`config.mk`:
```
export PLATFORM = sky130hd
export DESIGN_NAME = qrate_iq_upmix
export DESIGN_NICKNAME = d
export VERILOG_FILES = /design/src/rtl/qru_pkg.sv /design/src/rtl/qru_phase_gen.sv /design/src/rtl/qru_rate_hold.sv /design/src/rtl/qru_quad_mix.sv /design/src/rtl/qrate_iq_upmix.sv
export SDC_FILE = /design/constraint.sdc
export NUM_CORES = 1
export LEC_CHECK = 0
export CORE_ASPECT_RATIO = 0.75
export CORE_MARGIN = 2
export CORE_UTILIZATION = 50
export DETAILED_ROUTE_END_ITERATION = 10
export DONT_BUFFER_PORTS = 1
export HOLD_SLACK_MARGIN = 0.08
export PLACE_DENSITY = 0.73
export SYNTH_ARGS = -nofsm -noshare
export SYNTH_HDL_FRONTEND = slang
export SYNTH_SLANG_ARGS = --single-unit
```
`constraint.sdc`:
```
create_clock -name clk -period 2.7 [get_ports clk]
set_input_delay 0.405 -clock clk [delete_from_list [all_inputs] [get_ports clk]]
set_output_delay 0.405 -clock clk [all_outputs]
set_load 0.02 [all_outputs]
```
`src/rtl/qru_pkg.sv`:
```
package qru_pkg;

    typedef enum logic [1:0] {
        PH_COS_POS = 2'd0,
        PH_SIN_NEG = 2'd1,
        PH_COS_NEG = 2'd2,
        PH_SIN_POS = 2'd3
    } phase_e;

    typedef struct packed {
        logic use_q;
        logic negate;
    } mix_ctl_t;

    function automatic phase_e phase_next(phase_e ph);
        return phase_e'(2'(ph) + 2'd1);
    endfunction

    function automatic mix_ctl_t ctl_of(phase_e ph);
        mix_ctl_t c;
        case (ph)
            PH_COS_POS: c = '{use_q: 1'b0, negate: 1'b0};
            PH_SIN_NEG: c = '{use_q: 1'b1, negate: 1'b1};
            PH_COS_NEG: c = '{use_q: 1'b0, negate: 1'b1};
            default:    c = '{use_q: 1'b1, negate: 1'b0};
        endcase
        return c;
    endfunction

endpackage

```
`src/rtl/qru_phase_gen.sv`:
```
module qru_phase_gen
    import qru_pkg::*;
(
    input  logic   clk,
    input  logic   rst,
    output phase_e phase
);

    always_ff @(posedge clk) begin
        if (rst) begin
            phase <= PH_COS_POS;
        end else begin
            phase <= phase_next(phase);
        end
    end

endmodule

```
`src/rtl/qru_rate_hold.sv`:
```
module qru_rate_hold #(
    parameter int SAMPLE_W = 12,
    parameter int RATIO    = 4,
    localparam int CNT_W   = (RATIO > 1) ? $clog2(RATIO) : 1
) (
    input  logic                clk,
    input  logic                rst,
    input  logic                in_valid,
    input  logic [SAMPLE_W-1:0] in_i,
    input  logic [SAMPLE_W-1:0] in_q,
    output logic [SAMPLE_W-1:0] held_i,
    output logic [SAMPLE_W-1:0] held_q,
    output logic [CNT_W-1:0]    slot_cnt,
    output logic                pending
);

    logic [SAMPLE_W-1:0] stage_i;
    logic [SAMPLE_W-1:0] stage_q;
    logic                boundary;

    generate
        if (RATIO > 1) begin : g_counter
            localparam logic [CNT_W-1:0] LAST = CNT_W'(RATIO - 1);
            always_ff @(posedge clk) begin
                if (rst) begin
                    slot_cnt <= '0;
                end else if (slot_cnt == LAST) begin
                    slot_cnt <= '0;
                end else begin
                    slot_cnt <= slot_cnt + 1'b1;
                end
            end
            assign boundary = (slot_cnt == '0);
        end else begin : g_every_clock
            assign slot_cnt = '0;
            assign boundary = 1'b1;
        end
    endgenerate

    always_ff @(posedge clk) begin
        if (rst) begin
            stage_i <= '0;
            stage_q <= '0;
            pending <= 1'b0;
        end else begin
            if (in_valid) begin
                stage_i <= in_i;
                stage_q <= in_q;
                pending <= 1'b1;
            end else if (boundary) begin
                pending <= 1'b0;
            end
        end
    end

    always_ff @(posedge clk) begin
        if (rst) begin
            held_i <= '0;
            held_q <= '0;
        end else if (boundary && pending) begin
            held_i <= stage_i;
            held_q <= stage_q;
        end
    end

endmodule

```
`src/rtl/qru_quad_mix.sv`:
```
module qru_quad_mix
    import qru_pkg::*;
#(
    parameter int SAMPLE_W = 12,
    localparam int OUT_W   = SAMPLE_W + 1
) (
    input  logic                clk,
    input  logic                rst,
    input  phase_e              phase,
    input  logic [SAMPLE_W-1:0] held_i,
    input  logic [SAMPLE_W-1:0] held_q,
    output logic [OUT_W-1:0]    mixed
);

    mix_ctl_t                   ctl;
    logic [SAMPLE_W-1:0]        picked;
    logic signed [OUT_W-1:0]    widened;
    logic signed [OUT_W-1:0]    signed_val;

    always_comb begin
        ctl        = ctl_of(phase);
        picked     = ctl.use_q ? held_q : held_i;
        widened    = {picked[SAMPLE_W-1], picked};
        signed_val = ctl.negate ? -widened : widened;
    end

    always_ff @(posedge clk) begin
        if (rst) begin
            mixed <= '0;
        end else begin
            mixed <= signed_val;
        end
    end

endmodule

```
`src/rtl/qrate_iq_upmix.sv`:
```
module qrate_iq_upmix
    import qru_pkg::*;
#(
    parameter int SAMPLE_W = 12,
    parameter int RATIO    = 4,
    localparam int OUT_W   = SAMPLE_W + 1,
    localparam int CNT_W   = (RATIO > 1) ? $clog2(RATIO) : 1
) (
    input  logic                clk,
    input  logic                rst,
    input  logic                in_valid,
    input  logic [SAMPLE_W-1:0] in_i,
    input  logic [SAMPLE_W-1:0] in_q,
    output logic [OUT_W-1:0]    out_sample
);

    phase_e              phase;
    logic [SAMPLE_W-1:0] held_i;
    logic [SAMPLE_W-1:0] held_q;
    logic [CNT_W-1:0]    slot_cnt;
    logic                pending;

    qru_phase_gen u_phase (
        .clk   (clk),
        .rst   (rst),
        .phase (phase)
    );

    qru_rate_hold #(
        .SAMPLE_W (SAMPLE_W),
        .RATIO    (RATIO)
    ) u_hold (
        .clk      (clk),
        .rst      (rst),
        .in_valid (in_valid),
        .in_i     (in_i),
        .in_q     (in_q),
        .held_i   (held_i),
        .held_q   (held_q),
        .slot_cnt (slot_cnt),
        .pending  (pending)
    );

    qru_quad_mix #(
        .SAMPLE_W (SAMPLE_W)
    ) u_mix (
        .clk    (clk),
        .rst    (rst),
        .phase  (phase),
        .held_i (held_i),
        .held_q (held_q),
        .mixed  (out_sample)
    );

endmodule

```
======== Yosys cells after proc, flatten, opt, wreduce, memory -nomap -nowiden ========
Cells that the tools add are included.
word-level totals
  register bits after elaboration ......... 66
  output and inout bits ................... 13
  logic and storage cells ................. 24
cells by class
  add/sub/neg operators ................... 3
  equality and inequality tests ........... 3
  muxes and demuxes ....................... 5
  reduce and logical (&&, ||, !) cells .... 5
operators by type and width
  operator                                              count
  two-way mux 13 bit                                    1
  negator 12 -> 13 bit                                  1
  two-way mux 12 bit                                    1
  case mux 2 bit (3 select lines)                       1
  adder 2 x 1 -> 2 bit (second input constant)          2
  equality test 2 bit (second input constant)           2
  zero test 2 bit                                       2
  equality test 2 x 1 -> 1 bit (second input constant)  1
  two-way mux 1 bit                                     2
  nonzero test 2 bit                                    1
  OR reduction 2 bit                                    1
  logical AND 1 bit                                     1

======== Depth between registers and ports, before layout ========
Gate-level depths: netlist of run 1.
  word-level depth ........................ 5
  depth in mapped cells ................... 11
  gate-level depth less buffers ........... 10

======== Cells and area by module ========
From an unflattened synthesis of run 1, not the netlist that was laid out.
second synthesis, totals
  cell total of the unflattened synthesis .. 304
  area, all modules ....................... 3015.4 µm²
by module, submodules not included
  module         instances  cells an instance  area an instance (µm²)  seq. area each (µm²)
  qru_rate_hold  1          199                2070.7                  1021.0
  qru_quad_mix   1          100                888.4                   260.2
  qru_phase_gen  1          5                  56.3                    40.0

======== Worst setup path before layout of run 1 ========
OpenSTA, ideal clock, no wires.
  path kind ............................... reg2reg
  from .................................... register u_phase.phase[0]
  to ...................................... register u_mix.mixed[10]
  setup time .............................. 0.123 ns
  arrival ................................. 2.023 ns
  data required time ...................... 2.577 ns
  slack ................................... 0.553 ns
  stages on the path, launching flop included .. 10
  path buffers ............................ 1
  cell sequence ........................... dfxtp_1 > ha_1 > nor2_2 > buf_6 > mux2_4 > inv_1 > ha_1 > o211a_1 > a21oi_1 > mux2_1
on the way
  longest elaborated chain between the ends .. 5
  elaborated cells on any way between the ends .. 7
  those cells by class .................... 1 x add/sub; 2 x eq/ne; 3 x mux; 1 x reduce/logical
RTL lines
  what                                               RTL line             source
  start, declared                                    qru_phase_gen.sv:6   output phase_e phase
  start signal, assigned                             qru_phase_gen.sv:13  phase <= phase_next(phase);
  equality test 2 bit, or another cell as far along  qru_pkg.sv:21        case (ph)
  case mux 2 bit (3 select lines) *                  qru_pkg.sv:21
  two-way mux 12 bit                                 qru_quad_mix.sv:22   picked = ctl.use_q ? held_q : held_i;
  negator 12 -> 13 bit                               qru_quad_mix.sv:24   signed_val = ctl.negate ? -widened : widened;
  two-way mux 13 bit *                               qru_quad_mix.sv:24
  end signal, assigned                               qru_quad_mix.sv:31   mixed <= signed_val;
  end, declared                                      qru_quad_mix.sv:12   output logic [OUT_W-1:0] mixed
Mark *: on every way between the ends. The rest lies on a longest branch, timed or not.
A chain may end at the register's enable or synchronous reset.

======== Final worst setup path of run 1 ========
Ends and elaborated chain as after synthesis.

==> impl_metrics.tcl, run 1 <==
set metrics [dict create \
    outcome "complete, no violations" \
    die_x_um 88.60 \
    ys_types 35 \
    synth_seq_cells 66 \
    cts-resized-gates 0 \
    cts_buffers 9 \
    grt.total_usage 0.2016 \
    grt_pass1_wl_um 8700 \
    slew_violations 0 \
    hp-class "input pin to flop" \
    cts_tree "built" \
    skew_ps 10.59 \
    ys_async_sr_fraction 0 \
    grt_overflow 0 \
    ant_nets 0 \
    io_pins 40 \
    p_clk_frac 0.382 \
    initial_utilization 0.5096 \
    drcViolationCount 0 \
    hold_end "u_hold.held_q[8]" \
    setup_tns_ps 0 \
    mostFrequentLayoutCell "dfxtp_1" \
    syn-cell-area_sq_um 2684 \
    final_cell_mix "dfxtp_1, nand2_1, nor2_1, mux2i_1, a21oi_1" \
    cp.required_ps 2930 \
    crit_top_cell "ha_1" \
    htree_num_levels 3 \
    wl_per_cell_um 14.06 \
    stdcell_count 374 \
    critPathKind "flop to flop" \
    numClockSinks 66 \
    power.internal_mw 1.581 \
    post-route-period-util 0.8985 \
    rows 23 \
    path_clk_slew_ps 70 \
    vias 1947 \
    routed_via_density 5.206 \
    synth_edf_count 0 \
    coreArea_sq_um 5266 \
    path_cells "ha_1 > nor2_2 > buf_4 > mux2i_1 > ha_1 > o211a_1 > a21oi_1 > mux2_1" \
    nNetsFinal 326 \
    drtPass1Iterations 4 \
    yosys_warnings 0 \
    min_period_ps 2426 \
    design.die.area_sq_um 5976 \
    die_h_um 67.45 \
    cp-end-kind "flop" \
    p_sw_uw 548.7 \
    yosysTopAreaCellShare 0.4923 \
    dp_hpwl_um 3616 \
    drtIter0Drc 140 \
    seqPwrFrac 0.511 \
    antenna_found_initial 0 \
    highest_layer "met4" \
    nFillCells 496 \
    gp_congestion 0.8560 \
    synth_area_per_cell_sq_um 8.976 \
    hold_viol 0 \
    drv_cap 0 \
    p_sw_frac 0.2576 \
    power.density_nw_per_um2 731.9 \
    p_leak_nw 1.182 \
    vdd_drop_max_v 0.0003869 \
    clk_latency_ps 350 \
    ys_seq_area_frac 0.4923 \
    port_buffers 0 \
    wl_met3_um 324 \
    fin_util 0.5526 \
    pwr-share-comb 0.107 \
    syn_nets 331 \
    synth_flop_cell "dfxtp_1" \
    hold_buffers 0 \
    area_growth_pct 8.438 \
    cts_root_buf "clkbuf_8" \
    grt_start_max_net_pins 69 \
    antenna_cells 0 \
    clock.fmax_ghz 0.4122 \
    crit_slowest_cell "nor2_2" \
    finalSetupViolCount 0 \
    critPathArrivalTime_ps 2660 \
    cts.path.max_buffers 2 \
    reg2regPathDepth 8 \
    drive_gt1_frac 0.07358 \
    relSlewSlack 0.4229 \
    wl_um 5258 \
    rsz0062_at_grt "no" \
    hold_depth 1 \
    placedCellCount 358 \
    post-cts-setup-buffers 0 \
    tightestPinTransition_ps 865.7 \
    critPathLaunchType "flop" \
    wl_met2_um 2249 \
    grt_pass1_vias 1775 \
    crit_fanout 8 \
    synthTopCellsByArea "dfxtp_1, mux2i_1, nand2_1" \
    syn_inst 299 \
    reg2reg_to "u_mix.mixed[10]" \
    r2r_slack_ps 270 \
    synth_top_area_cell "dfxtp_1" \
    crit_path_max_incr_delay_ps 340 \
    holdCritStartpoint "rst" \
    reg2reg_from "u_phase.phase[0]" \
    m1WireLength_um 2635 \
]
## cell type report
type	instances	area, sq um	share of cell area
tap	75	93.84	0.03224
multi-input combinational	208	1259	0.4325
clock buffer	11	141.4	0.04858
timing repair buffer	2	15.01	0.005159
clock inverter	5	53.80	0.01849
sequential	66	1321	0.4540
inverter	7	26.28	0.009028
## cells in the mapped netlist (all sizes together), types with 2 or more instances
cell	instances
clkbuf	11
ha	5
or4	2
buf	7
inv	7
o21ai	2
dfxtp	66
nor3	3
o31ai	4
or2	2
nor4	5
mux2	2
mux2i	36
a31oi	3
nor2	45
xor2	4
xnor2	4
a21oi	30
nand2	50
## power groups by stage
stage               Combinational, mW  Sequential, mW  Clock (mW)
detailed placement              0.226            1.11           0
finish                          0.228            1.09       0.814
floorplan                       0.214            1.10           0
CTS                             0.227            1.09       0.826
global placement                0.220            1.11           0
global route                    0.258            1.10       0.884
## metal layers
layer  vias up  global-route usage
li1        997                   -
met1       902              0.2695
met2        43              0.2820
met3         5             0.09780
met4         0             0.07386
met5         -                   0
## critical path, delay by kind of cell (launching register included)
family,cells,cell delay (ps)
mux,2,580
buf+inv,1,220
fa+ha+maj,2,480
simple gates,1,340
compound gates,2,340
flops,1,330
## how the worst max path moves through the flow
stage,from,end,slack (ps),cells after the start
2_1_floorplan,u_phase.phase[0],u_mix.mixed[10],550,9
3_3_place_gp,u_phase.phase[0],u_mix.mixed[10],400,8
3_5_place_dp,u_phase.phase[0],u_mix.mixed[10],340,8
4_1_cts,u_phase.phase[0],u_mix.mixed[10],300,8
5_1_grt,u_phase.phase[0],u_mix.mixed[8],70,9
6_report,u_phase.phase[0],u_mix.mixed[10],270,8
## state kept, by name (all words and copies together) (netlist names)
register	flops
u_hold.pending	1
u_phase.phase	2
u_hold.stage_q	12
u_mix.mixed	13
u_hold.held_i	12
u_hold.stage_i	12
u_hold.held_q	12
u_hold.slot_cnt	2
## through the flow
| stage | worst slack (ps) | total power, mW | hold WS, ps | area, sq um |
|---|---|---|---|---|
| finish | 274.1 | 2.130 | 124.5 | 2910 |
| global route | 71.56 | 2.237 | 95.39 | 2910 |
| CTS | 298.3 | 2.142 | 109.3 | 2910 |
| detailed placement | 335.7 | 1.337 | 437.8 | 2715 |
| global placement | 404.7 | 1.330 | 423.6 | 2715 |
| floorplan | 553.1 | 1.315 | 406.0 | 2684 |
## cell families (layout without fill, tap and decap cells)
group / Yosys count / in the layout / synth area share
compound gates: 46 / 46 / 0.1044
simple gates: 111 / 111 / 0.1711
xor+xnor: 8 / 8 / 0.02610
flops: 66 / 66 / 0.4923
buf+inv: 25 / 25 / 0.03869
mux: 38 / 38 / 0.1441
fa+ha+maj: 5 / 5 / 0.02331
(Power assumes the default switching activity.)
==> inputs of run 2 (changes only) <==
- CORE_MARGIN: 2 -> default
==> impl_metrics.tcl, run 2 (same netlist as run 1, synthesis figures left out) <==
set metrics [dict create \
    dp_hpwl_um 3463 \
    drtPass1Iterations 7 \
    mostFrequentLayoutCell "dfxtp_1" \
    clock.fmax_ghz 0.4211 \
    largest_reg_flops 13 \
    cp.required_ps 2920 \
    cts_buffers 9 \
    nNetsFinal 325 \
    cts_tree "built" \
    area_growth_pct 7.133 \
    p_clk_frac 0.352 \
    design.die.area_sq_um 5668 \
    critPathLaunchType "flop" \
    crit_path_max_incr_delay_ps 440 \
    vdd_drop_max_v 0.0003915 \
    hold_viol 0 \
    drtIter0Drc 156 \
    cts_root_buf "clkbuf_8" \
    stdcell_area_sq_um 2875 \
    critPathArrivalTime_ps 2600 \
    setup_tns_ps 0 \
    numClockSinks 66 \
    gp_congestion 0.8359 \
    die_x_um 86.60 \
    power.internal_mw 1.510 \
    io_pins 40 \
    power.density_nw_per_um2 705.8 \
    post_dp_cell_area_sq_um 2704 \
    fin_util 0.5708 \
    ant_nets 0 \
    crit_slowest_cell "mux2i_1" \
    drive_gt1_frac 0.06397 \
    htree_num_levels 3 \
    wl_per_cell_um 13.88 \
    relSlewSlack 0.4524 \
    p_sw_uw 519.1 \
    drv_cap 0 \
    skew_ps 6.623 \
    coreArea_sq_um 5037 \
    stdcell_count 369 \
    cts-resized-gates 0 \
    hold_buffers 0 \
    seqPwrFrac 0.537 \
    pwr-share-comb 0.111 \
    routed_via_density 5.238 \
    final_cell_mix "dfxtp_1, nand2_1, nor2_1, mux2i_1, a21oi_1" \
    post-route-period-util 0.8795 \
    grt.total_usage 0.2009 \
    rsz0062_at_grt "no" \
    crit_path_start "u_phase.phase[0]" \
    antenna_found_initial 0 \
    regMostFlops "u_mix.mixed" \
    cts.path.max_buffers 2 \
    tightestPinTransition_ps 821.5 \
    antenna_cells 0 \
    grt_start_max_net_pins 69 \
    die_h_um 65.45 \
    vias 1933 \
    slew_violations 0 \
    p_sw_frac 0.2558 \
    drcViolationCount 0 \
    hp-class "input pin to flop" \
    path_cells "ha_1 > nor2_2 > buf_4 > mux2i_1 > o2111a_1 > a21oi_1 > mux2_1" \
    wl_um 5122 \
    rows 22 \
    total_power_mw 2.029 \
    grt_pass1_vias 1716 \
    grt_overflow 0 \
    holdCritStartpoint "rst" \
    reg2reg_from "u_phase.phase[0]" \
    critPathKind "flop to flop" \
    cp-end-kind "flop" \
    crit_fanout 8 \
    finalSetupViolCount 0 \
    initial_utilization 0.5328 \
    min_period_ps 2375 \
    outcome "complete, no violations" \
    placedCellCount 354 \
    clk_latency_ps 340 \
    p_leak_nw 1.160 \
    port_buffers 0 \
    path_clk_slew_ps 60 \
    post-cts-setup-buffers 0 \
    grt_pass1_wl_um 8342 \
]
run 2: cell count changes in the layout (fill, tap and decap cells not counted), sizes merged:
cell and change:
clkinv -3, clkinvlp +1, buf -1, bufinv -1, clkbuf +2
run 2: path summary, 6_finish.rpt:
check,endpoint,slack [ps],cells after the start
min,u_hold.held_q[8],130,1
min reg2reg,u_hold.held_q[8],450,2
max,u_mix.mixed[10],330,7
max reg2reg,u_mix.mixed[10],330,7
run 2: critical path, delay by kind of cell, from the launching register on:
family          cells  cell delay, ps
mux                 2             770
simple gates        1             240
buf+inv             1             220
fa+ha+maj           1             290
flops               1             330
compound gates      2             410
run 2: per-stage QoR:
stage               hold slack [ps]  setup slack (ps)
floorplan                     406.0             553.1
global placement              422.6             504.6
detailed placement            436.5             378.0
CTS                           115.4             350.1
global route                  100.2             189.9
finish                        128.3             325.3
run 2: area by class of cell:
cell class	count	area [sq um]
Clock inverter	2	12.51
Clock buffer	13	158.9
Sequential cell	66	1321
Inverter	7	26.28
Fill cell	458	2162
Multi-Input combinational cell	208	1259
Timing Repair Buffer	1	7.507
Tap cell	72	90.09
run 2: power by group through the flow:
stage          Sequential (mW)  Clock [mW]  Combinational (mW)
2_1_floorplan             1.10           0               0.214
3_3_place_gp              1.11           0               0.220
3_5_place_dp              1.11           0               0.224
4_1_cts                   1.09       0.740               0.225
5_1_grt                   1.09       0.790               0.254
6_report                  1.09       0.715               0.225
run 2: layer usage:
metal  GRT usage  part of all wire  vias up
met3     0.08166             0.070        7
met5           0                 0        -
met2      0.2817              0.42       55
met1      0.2727              0.50      875
met4     0.08125             0.013        0
li1            -                 -      996
